--- src/rtl/cmdec_pkg.sv ---
package cmdec_pkg;

    typedef enum logic [7:0] {
        OP_DATA = 8'h01,
        OP_THR  = 8'h02,
        OP_CFG  = 8'h03,
        OP_VFY  = 8'h04,
        OP_STAT = 8'h05,
        OP_RUN  = 8'h06,
        OP_SETT = 8'h07
    } opcode_e;

    // index of each agent inside the pending vector
    localparam int AG_RD  = 0;
    localparam int AG_DAC = 1;
    localparam int AG_CFG = 2;
    localparam int AG_VFY = 3;
    localparam int NUM_AGENTS = 4;

    typedef enum logic {
        PS_OPCODE,
        PS_ARGS
    } pstate_e;

    function automatic logic [NUM_AGENTS-1:0] agent_bit(input int idx);
        return NUM_AGENTS'(1) << idx;
    endfunction

endpackage

--- src/rtl/cmdec_strobe_rx.sv ---
module cmdec_strobe_rx #(
    parameter int SYNC = 2,
    parameter int BW   = 8
) (
    input  logic          clk,
    input  logic          rst,
    input  logic [BW-1:0] din,
    input  logic          stb,
    output logic          byte_valid,
    output logic [BW-1:0] byte_data
);
    logic [SYNC-1:0] sync_q;
    logic            prev_q;
    logic [BW-1:0]   din_q;

    genvar g;
    generate
        for (g = 0; g < SYNC; g++) begin : g_sync
            if (g == 0) begin : g_first
                always_ff @(posedge clk) begin
                    if (rst) sync_q[0] <= 1'b0;
                    else     sync_q[0] <= stb;
                end
            end else begin : g_next
                always_ff @(posedge clk) begin
                    if (rst) sync_q[g] <= 1'b0;
                    else     sync_q[g] <= sync_q[g-1];
                end
            end
        end
    endgenerate

    always_ff @(posedge clk) begin
        if (rst) begin
            prev_q <= 1'b0;
            din_q  <= '0;
        end else begin
            prev_q <= sync_q[SYNC-1];
            din_q  <= din;
        end
    end

    assign byte_valid = sync_q[SYNC-1] & ~prev_q;
    assign byte_data  = din_q;
endmodule

--- src/rtl/cmdec_parser.sv ---
module cmdec_parser
    import cmdec_pkg::*;
#(
    parameter int RUN_W    = 32,
    parameter int DAC_W    = 16,
    parameter int NCH_USED = 4,
    parameter int CH_W     = 2,
    parameter int MAXB     = 4,
    parameter int LEN_W    = 3
) (
    input  logic                  clk,
    input  logic                  rst,
    input  logic                  bv,
    input  logic [7:0]            bdat,
    input  logic [NUM_AGENTS-1:0] ack,
    input  logic                  vfy_pass,
    input  logic                  tx_busy,
    output logic [NUM_AGENTS-1:0] pend,
    output logic [CH_W-1:0]       dac_chan,
    output logic [DAC_W-1:0]      dac_word,
    output logic [RUN_W-1:0]      run_num,
    output logic                  tx_load,
    output logic [MAXB*8-1:0]     tx_data,
    output logic [LEN_W-1:0]      tx_len
);
    localparam int RUN_ARGS = RUN_W / 8;
    localparam int THR_ARGS = 1 + DAC_W / 8;
    localparam int ARG_MAX  = (RUN_ARGS > THR_ARGS) ? RUN_ARGS : THR_ARGS;
    localparam int CNT_W    = $clog2(ARG_MAX + 1);
    localparam int SR_W     = (RUN_W > DAC_W) ? RUN_W : DAC_W;

    pstate_e              st, nx_st;
    logic [CNT_W-1:0]     cnt, nx_cnt;
    logic                 is_thr, nx_thr;
    logic [SR_W-1:0]      sr;
    logic                 err, last_pass;

    logic [NUM_AGENTS-1:0] ack_eff, pend_left, set_bits;
    logic                  busy_now, pass_now, err_set, ld_dac, ld_run;
    logic [7:0]            chan_byte;

    always_comb begin
        ack_eff   = ack & pend;
        pend_left = pend & ~ack;
        busy_now  = |pend_left;
        pass_now  = ack_eff[AG_VFY] ? vfy_pass : last_pass;
        chan_byte = sr[DAC_W-8 +: 8];

        nx_st    = st;
        nx_cnt   = cnt;
        nx_thr   = is_thr;
        set_bits = '0;
        err_set  = 1'b0;
        ld_dac   = 1'b0;
        ld_run   = 1'b0;
        tx_load  = 1'b0;
        tx_data  = '0;
        tx_len   = '0;

        if (bv) begin
            if (st == PS_OPCODE) begin
                case (bdat)
                    OP_DATA: if (busy_now) err_set = 1'b1; else set_bits = agent_bit(AG_RD);
                    OP_CFG:  if (busy_now) err_set = 1'b1; else set_bits = agent_bit(AG_CFG);
                    OP_VFY:  if (busy_now) err_set = 1'b1; else set_bits = agent_bit(AG_VFY);
                    OP_THR, OP_RUN: begin
                        if (busy_now) err_set = 1'b1;
                        else begin
                            nx_st  = PS_ARGS;
                            nx_thr = (bdat == OP_THR);
                            nx_cnt = (bdat == OP_THR) ? CNT_W'(THR_ARGS - 1) : CNT_W'(RUN_ARGS - 1);
                        end
                    end
                    OP_STAT: begin
                        if (tx_busy) err_set = 1'b1;
                        else begin
                            tx_load = 1'b1;
                            tx_len  = LEN_W'(2);
                            tx_data[MAXB*8-1 -: 16] = {4'b0, pend_left, 6'b0, pass_now, err};
                        end
                    end
                    OP_SETT: begin
                        if (tx_busy) err_set = 1'b1;
                        else begin
                            tx_load = 1'b1;
                            tx_len  = LEN_W'(MAXB);
                            tx_data[MAXB*8-1 -: RUN_W] = run_num;
                        end
                    end
                    default: err_set = 1'b1;
                endcase
            end else begin
                if (cnt == '0) begin
                    nx_st = PS_OPCODE;
                    if (is_thr) begin
                        if (chan_byte < 8'(NCH_USED)) begin
                            ld_dac   = 1'b1;
                            set_bits = agent_bit(AG_DAC);
                        end else begin
                            err_set = 1'b1;
                        end
                    end else begin
                        ld_run = 1'b1;
                    end
                end else begin
                    nx_cnt = cnt - CNT_W'(1);
                end
            end
        end
    end

    always_ff @(posedge clk) begin
        if (rst) begin
            st        <= PS_OPCODE;
            cnt       <= '0;
            is_thr    <= 1'b0;
            sr        <= '0;
            pend      <= '0;
            err       <= 1'b0;
            last_pass <= 1'b0;
            dac_chan  <= '0;
            dac_word  <= '0;
            run_num   <= '0;
        end else begin
            st     <= nx_st;
            cnt    <= nx_cnt;
            is_thr <= nx_thr;
            pend   <= pend_left | set_bits;
            err    <= err | err_set;
            if (ack_eff[AG_VFY]) last_pass <= vfy_pass;
            if (bv && st == PS_ARGS) sr <= {sr[SR_W-9:0], bdat};
            if (ld_dac) begin
                dac_chan <= chan_byte[CH_W-1:0];
                dac_word <= {sr[DAC_W-9:0], bdat};
            end
            if (ld_run) run_num <= {sr[RUN_W-9:0], bdat};
        end
    end
endmodule

--- src/rtl/cmdec_reply_tx.sv ---
module cmdec_reply_tx #(
    parameter int MAXB  = 4,
    parameter int LEN_W = 3,
    parameter int HOLD  = 4
) (
    input  logic              clk,
    input  logic              rst,
    input  logic              load,
    input  logic [MAXB*8-1:0] data,
    input  logic [LEN_W-1:0]  len,
    output logic [7:0]        dout,
    output logic              stb,
    output logic              busy
);
    localparam int HW = $clog2(HOLD + 1);

    logic [MAXB*8-1:0] shf;
    logic [LEN_W-1:0]  left;
    logic [HW-1:0]     cnt;
    logic              active;

    always_ff @(posedge clk) begin
        if (rst) begin
            shf    <= '0;
            left   <= '0;
            cnt    <= '0;
            active <= 1'b0;
            stb    <= 1'b0;
            dout   <= '0;
        end else if (!active) begin
            if (load) begin
                shf    <= data;
                dout   <= data[MAXB*8-1 -: 8];
                left   <= len;
                cnt    <= '0;
                stb    <= 1'b1;
                active <= 1'b1;
            end
        end else if (cnt == HW'(HOLD - 1)) begin
            cnt <= '0;
            if (stb) begin
                stb <= 1'b0;
            end else if (left > LEN_W'(1)) begin
                left <= left - LEN_W'(1);
                shf  <= shf << 8;
                dout <= shf[MAXB*8-9 -: 8];
                stb  <= 1'b1;
            end else begin
                left   <= '0;
                active <= 1'b0;
            end
        end else begin
            cnt <= cnt + HW'(1);
        end
    end

    assign busy = active;
endmodule

--- src/rtl/cmd_decoder.sv ---
module cmd_decoder
    import cmdec_pkg::*;
#(
    parameter int RUN_W    = 32,
    parameter int DAC_W    = 16,
    parameter int NCH_USED = 4,
    parameter int SYNC     = 2,
    parameter int HOLD     = 4,
    parameter int CH_W     = $clog2(NCH_USED)
) (
    input  logic             clk,
    input  logic             rst,
    input  logic [7:0]       host_din,
    input  logic             host_stb_in,
    output logic [7:0]       host_dout,
    output logic             host_stb_out,
    output logic             rd_req,
    input  logic             rd_ack,
    output logic             dac_req,
    output logic [CH_W-1:0]  dac_chan,
    output logic [DAC_W-1:0] dac_word,
    input  logic             dac_ack,
    output logic             cfg_req,
    input  logic             cfg_ack,
    output logic             vfy_req,
    input  logic             vfy_ack,
    input  logic             vfy_pass,
    output logic [RUN_W-1:0] run_num
);
    localparam int MAXB  = RUN_W / 8;
    localparam int LEN_W = $clog2(MAXB + 1);

    logic                  bv, tx_load, tx_busy;
    logic [7:0]            bdat;
    logic [NUM_AGENTS-1:0] pend, ackv;
    logic [MAXB*8-1:0]     tx_data;
    logic [LEN_W-1:0]      tx_len;

    assign ackv = {vfy_ack, cfg_ack, dac_ack, rd_ack};

    cmdec_strobe_rx #(.SYNC(SYNC), .BW(8)) u_rx (
        .clk(clk), .rst(rst), .din(host_din), .stb(host_stb_in),
        .byte_valid(bv), .byte_data(bdat)
    );

    cmdec_parser #(
        .RUN_W(RUN_W), .DAC_W(DAC_W), .NCH_USED(NCH_USED),
        .CH_W(CH_W), .MAXB(MAXB), .LEN_W(LEN_W)
    ) u_parse (
        .clk(clk), .rst(rst), .bv(bv), .bdat(bdat), .ack(ackv),
        .vfy_pass(vfy_pass), .tx_busy(tx_busy), .pend(pend),
        .dac_chan(dac_chan), .dac_word(dac_word), .run_num(run_num),
        .tx_load(tx_load), .tx_data(tx_data), .tx_len(tx_len)
    );

    cmdec_reply_tx #(.MAXB(MAXB), .LEN_W(LEN_W), .HOLD(HOLD)) u_tx (
        .clk(clk), .rst(rst), .load(tx_load), .data(tx_data), .len(tx_len),
        .dout(host_dout), .stb(host_stb_out), .busy(tx_busy)
    );

    assign rd_req  = pend[AG_RD];
    assign dac_req = pend[AG_DAC];
    assign cfg_req = pend[AG_CFG];
    assign vfy_req = pend[AG_VFY];
endmodule

--- config.mk ---
export PLATFORM = sky130hd
export DESIGN_NAME = cmd_decoder
export DESIGN_NICKNAME = d
export VERILOG_FILES = /design/src/rtl/cmdec_pkg.sv /design/src/rtl/cmdec_strobe_rx.sv /design/src/rtl/cmdec_parser.sv /design/src/rtl/cmdec_reply_tx.sv /design/src/rtl/cmd_decoder.sv
export SDC_FILE = /design/constraint.sdc
export NUM_CORES = 1
export LEC_CHECK = 0
export ABC_AREA = 1
export BUFFER_PORTS_ARGS = -buffer_cell sky130_fd_sc_hd__buf_2
export CORE_AREA = 2 2 108 110
export CTS_CLUSTER_DIAMETER = 40
export DETAILED_ROUTE_END_ITERATION = 10
export DIE_AREA = 0 0 110 112
export GPL_ROUTABILITY_DRIVEN = 0
export GPL_TIMING_DRIVEN = 0
export PLACE_DENSITY = 0.76
export SLEW_MARGIN = 30
export SYNTH_ARGS = -nofsm -noshare
export SYNTH_HDL_FRONTEND = slang
export SYNTH_SLANG_ARGS = --single-unit
--- constraint.sdc ---
create_clock -name clk -period 2.09 [get_ports clk]
set_clock_uncertainty 0.15 [all_clocks]
set_input_delay 0 -clock clk [delete_from_list [all_inputs] [get_ports clk]]
set_output_delay 0 -clock clk [all_outputs]
set_load 0.02 [all_outputs]
==> summary.md <==
| Metric | Value |
|---|---|
| FMAX | `approximately 500 MHz` |
| Crit path kind | `reg2reg` |
| Worst min-delay path class | `in2reg` |
| CTS clk-pin slew, worst paths | `about 0.06 ns` |
| Cell Area, Synth | `~5400 sq um` |
| Leak | `3.07 nW` |
| Hold Fails Final Rpt | `0` |
| Total global routing overflow | `0` |
| Die H | `between 100 and 150 microns` |
| Setup Viol. Count Final | `0` |
| Fill cell total of the finished layout | `between 900 and 1000` |
| Site Rows | `39` |
| Nets | `roughly 850` |
| PwrDens | `just under 900 nW/um^2` |
| Gate Count Post-Synth | `slightly above 700` |
| Distinct cells, synth | `33` |
| CP arrival | `between 2 and 2.5 ns` |
| Met3 WL | `967 microns` |
| PortBufs | `77` |
| Clk_lat worst skew | `~0.4 ns` |
| Antenna fix cells | `0` |
| H-tree depth | `4` |
| Initial DRT Pass Iterations | `5` |
| Post-route cell area | `between 6000 and 7000 sq um` |
| Vias in the first global route | `around 4700` |
| Syn Nets | `~740` |
| Antenna Nets Post-Route | `0` |
| Die W | `between 100 and 150 microns` |
| Clock power share | `52.5%` |
| Sequential area share after synthesis | `50.3%` |
| Reg power frac | `between 40% and 50%` |
| Max cap viols | `0` |
| Critical Path End Type | `register` |
| WL/cell | `between 10 and 15 microns` |
| Core area | `~11000 sq um` |
| First-pass GRT wire length | `roughly 23000 microns` |
| Drt drc | `0` |
| Io pins | `around 80` |
| CTS tree | `built` |
| Vias | `5028` |
| Starting density of the core | `between 40% and 50%` |
| Vias per cell | `5.08` |
| Initial antenna violation count | `0` |
| Gate power share | `roughly 3.1%` |
| Placed Area | `approximately 6000 sq um` |
| Mapped Avg Cell Area | `~7.5 sq um` |
| Slew at the pin with the worst max-slew slack | `approximately 0.60 ns` |
| Uppermost layer routed | `met4` |
| Peak supply drop | `~0.46 mV` |
| Max clock buf depth | `2` |
| Switching part of the total | `about a fifth` |
| Gr usage total | `about a quarter` |
| Largest net degree at the start of global routing | `17` |
| Crit share post-route | `93.5%` |
| RSZ-0062 raised after global routing | `yes` |
| Element type at the critical path start | `register` |
| Critical Path RT | `2.25 ns` |
| Drt initial violations | `about 300` |
| Met1 WL | `~6600 microns` |
| Critical Path Fanout Max | `10` |
| Sequential cell area | `between 2000 and 3000 sq um` |
| Fraction of layout cells with a size suffix above 1 | `between 10% and 20%` |
| Die ar. | `approximately 12000 sq um` |
| Clock sink count | `~140` |
| Status | `complete, no violations` |
| Crit path time final | `just under 2 ns` |
| Switching pwr | `0.00124 W` |
| Met2 WL | `roughly 6700 microns` |
| Synth warn | `0` |
| Max-slew violations | `0` |
| Number of synthesized register bits | `about 140` |
| Slew HR | `between 50% and 60%` |
| Routed WL | `14600 microns` |
| Root Buffer | `clkbuf_16` |
| Layout area overhead | `25.1%` |
| Core Util, Final | `between 60% and 70%` |
| Internal power | `roughly 0.0047 W` |
| Setup_tns | `0 ns` |
| Area of the multi-input gates | `2220 sq um` |
| HPWL after detailed placement | `between 10000 and 15000 microns` |
| CTS Buf Count | `17` |
-- logic make-up after synthesis --
kind of cell               count (synthesis)  share of synthesized area, %
adders and majority gates                  4                         0.925
muxes                                      1                         0.185
AOI/OAI and AO/OA                        195                          18.5
DFF                                      136                          50.3
xor gates and xnor gates                   1                         0.162
and+or+nand+nor                          272                          21.1
buffers and inverters                    112                          8.76
-- through the flow --
| step | hold WS (ns) | worst slack [ns] | cells | power, W |
|---|---|---|---|---|
| final | 0.174 | 0.136 | 990 | 0.00590 |
| after global routing | 0.175 | -0.00340 | 990 | 0.00606 |
| after CTS | 0.167 | 0.0292 | 989 | 0.00590 |
| after detailed placement | 0.0579 | 0.000326 | 941 | 0.00283 |
| after global placement | 0.0527 | 0.00974 | 941 | 0.00283 |
| after floorplan | -0.0430 | 0.319 | 721 | 0.00277 |
-- power by group through the flow --
stage / clock, W / sequential (W) / combinational, W
2_1_floorplan: 0 / 0.00267 / 0.0000994
3_3_place_gp: 0 / 0.00267 / 0.000156
3_5_place_dp: 0 / 0.00267 / 0.000157
4_1_cts: 0.00310 / 0.00262 / 0.000180
5_1_grt: 0.00323 / 0.00262 / 0.000205
6_report: 0.00309 / 0.00262 / 0.000185
-- critical path, cell delays in order, from the launching register on --
cell,delay [ns]
dfxtp_1,0.32
inv_1,0.05
ha_1,0.14
ha_1,0.19
inv_1,0.13
nor4_4,0.27
buf_4,0.21
inv_2,0.04
buf_2,0.18
nor2_1,0.11
nor2_1,0.06
-- final timing paths --
kind / start / slack [ns] / cells past startpoint / end
hold / removal: host_din[6] / 0.17 / 4 / u_rx.byte_data[6]
setup / recovery: u_parse.cnt[0] / 0.14 / 10 / u_parse.dac_chan[0]
hold reg to reg: u_rx.sync_q[0] / 0.26 / 2 / u_rx.sync_q[1]
setup reg to reg: u_parse.cnt[0] / 0.14 / 10 / u_parse.dac_chan[0]
-- layout by cell type, fill, tap and decap left out, drive strengths merged --
master,netlist,layout
clkbuf,22,40
dlygate4sd3,0,16
mux2i,1,1
o22ai,2,2
a31oi,1,1
dfxtp,136,136
a21oi,79,79
nand2,120,120
nand4,6,6
nor4,1,1
clkinv,1,8
nand3,7,7
bufinv,0,4
o21ai,112,112
ha,4,4
buf,19,97
nor2,132,132
o21a,1,1
xnor2,1,1
clkinvlp,0,3
inv,70,70
nor3,6,6
-- area by class of cell --
cell class,instances,area share [%]
multi-input combinational,473,32.8
clock buffer,18,6.34
sequential,136,40.2
tap,143,2.64
timing repair buffer,94,8.17
clock inverter,14,2.68
buffer,41,3.13
inverter,71,3.99
-- registers in the layout, summed over array words and instances (netlist names) --
signal,count
u_rx.byte_data,8
u_parse.last_pass,1
u_parse.sr,24
u_parse.run_num,32
u_tx.cnt,3
u_parse.is_thr,1
u_rx.prev_q,1
u_tx.dout,8
u_parse.err,1
u_rx.sync_q,2
u_tx.left,3
u_parse.dac_word,16
u_parse.pend,4
u_parse.st,1
u_tx.shf,24
u_parse.dac_chan,2
u_parse.cnt,3
u_tx.stb,1
u_tx.busy,1
-- synthesized netlist by cell type --
cell type / number / share of area, %
dfxtp_1: 136 / 50
nor2_1: 120 / 8.3
nand2_1: 116 / 8.0
o21ai_0: 98 / 9.1
a21oi_1: 77 / 7.1
inv_1: 62 / 4.3
clkbuf_1: 22 / 1.5
buf_2: 13 / 1.2
o21ai_1: 13 / 1.2
nor2_2: 11 / 1.3
inv_2: 7 / 0.49
nand3_1: 6 / 0.56
nand4_1: 6 / 0.69
nor3_1: 5 / 0.46
ha_1: 4 / 0.93
buf_6: 3 / 0.62
a21oi_2: 2 / 0.32
buf_1: 2 / 0.14
nand2_2: 2 / 0.23
nand2_4: 2 / 0.42
o22ai_1: 2 / 0.23
a31oi_1: 1 / 0.12
buf_8: 1 / 0.28
clkinv_2: 1 / 0.092
inv_4: 1 / 0.12
mux2i_1: 1 / 0.19
nand3_2: 1 / 0.19
nor2_8: 1 / 0.37
nor3_2: 1 / 0.19
nor4_4: 1 / 0.39
o21a_1: 1 / 0.14
o21ai_4: 1 / 0.30
xnor2_1: 1 / 0.16
-- routing by layer --
| metal | vias to the layer above | global-route usage [%] |
|---|---|---|
| met1 | 2270 | 33.2 |
| met4 | 0 | 10.0 |
| li1 | 2550 | - |
| met2 | 176 | 38.0 |
| met3 | 32 | 6.09 |
| met5 | - | 0 |
-- what timing repair did --
action | in CTS | in global routing
setup buffers | 0 | 1
pin swaps | 0 | 1
resized for setup | 1 | 13
hold buffers | 16 | 0
endpoints found under the setup margin | 1 | 43
hold endpoints to repair | 22 | 0
(Power assumes the default switching activity.)
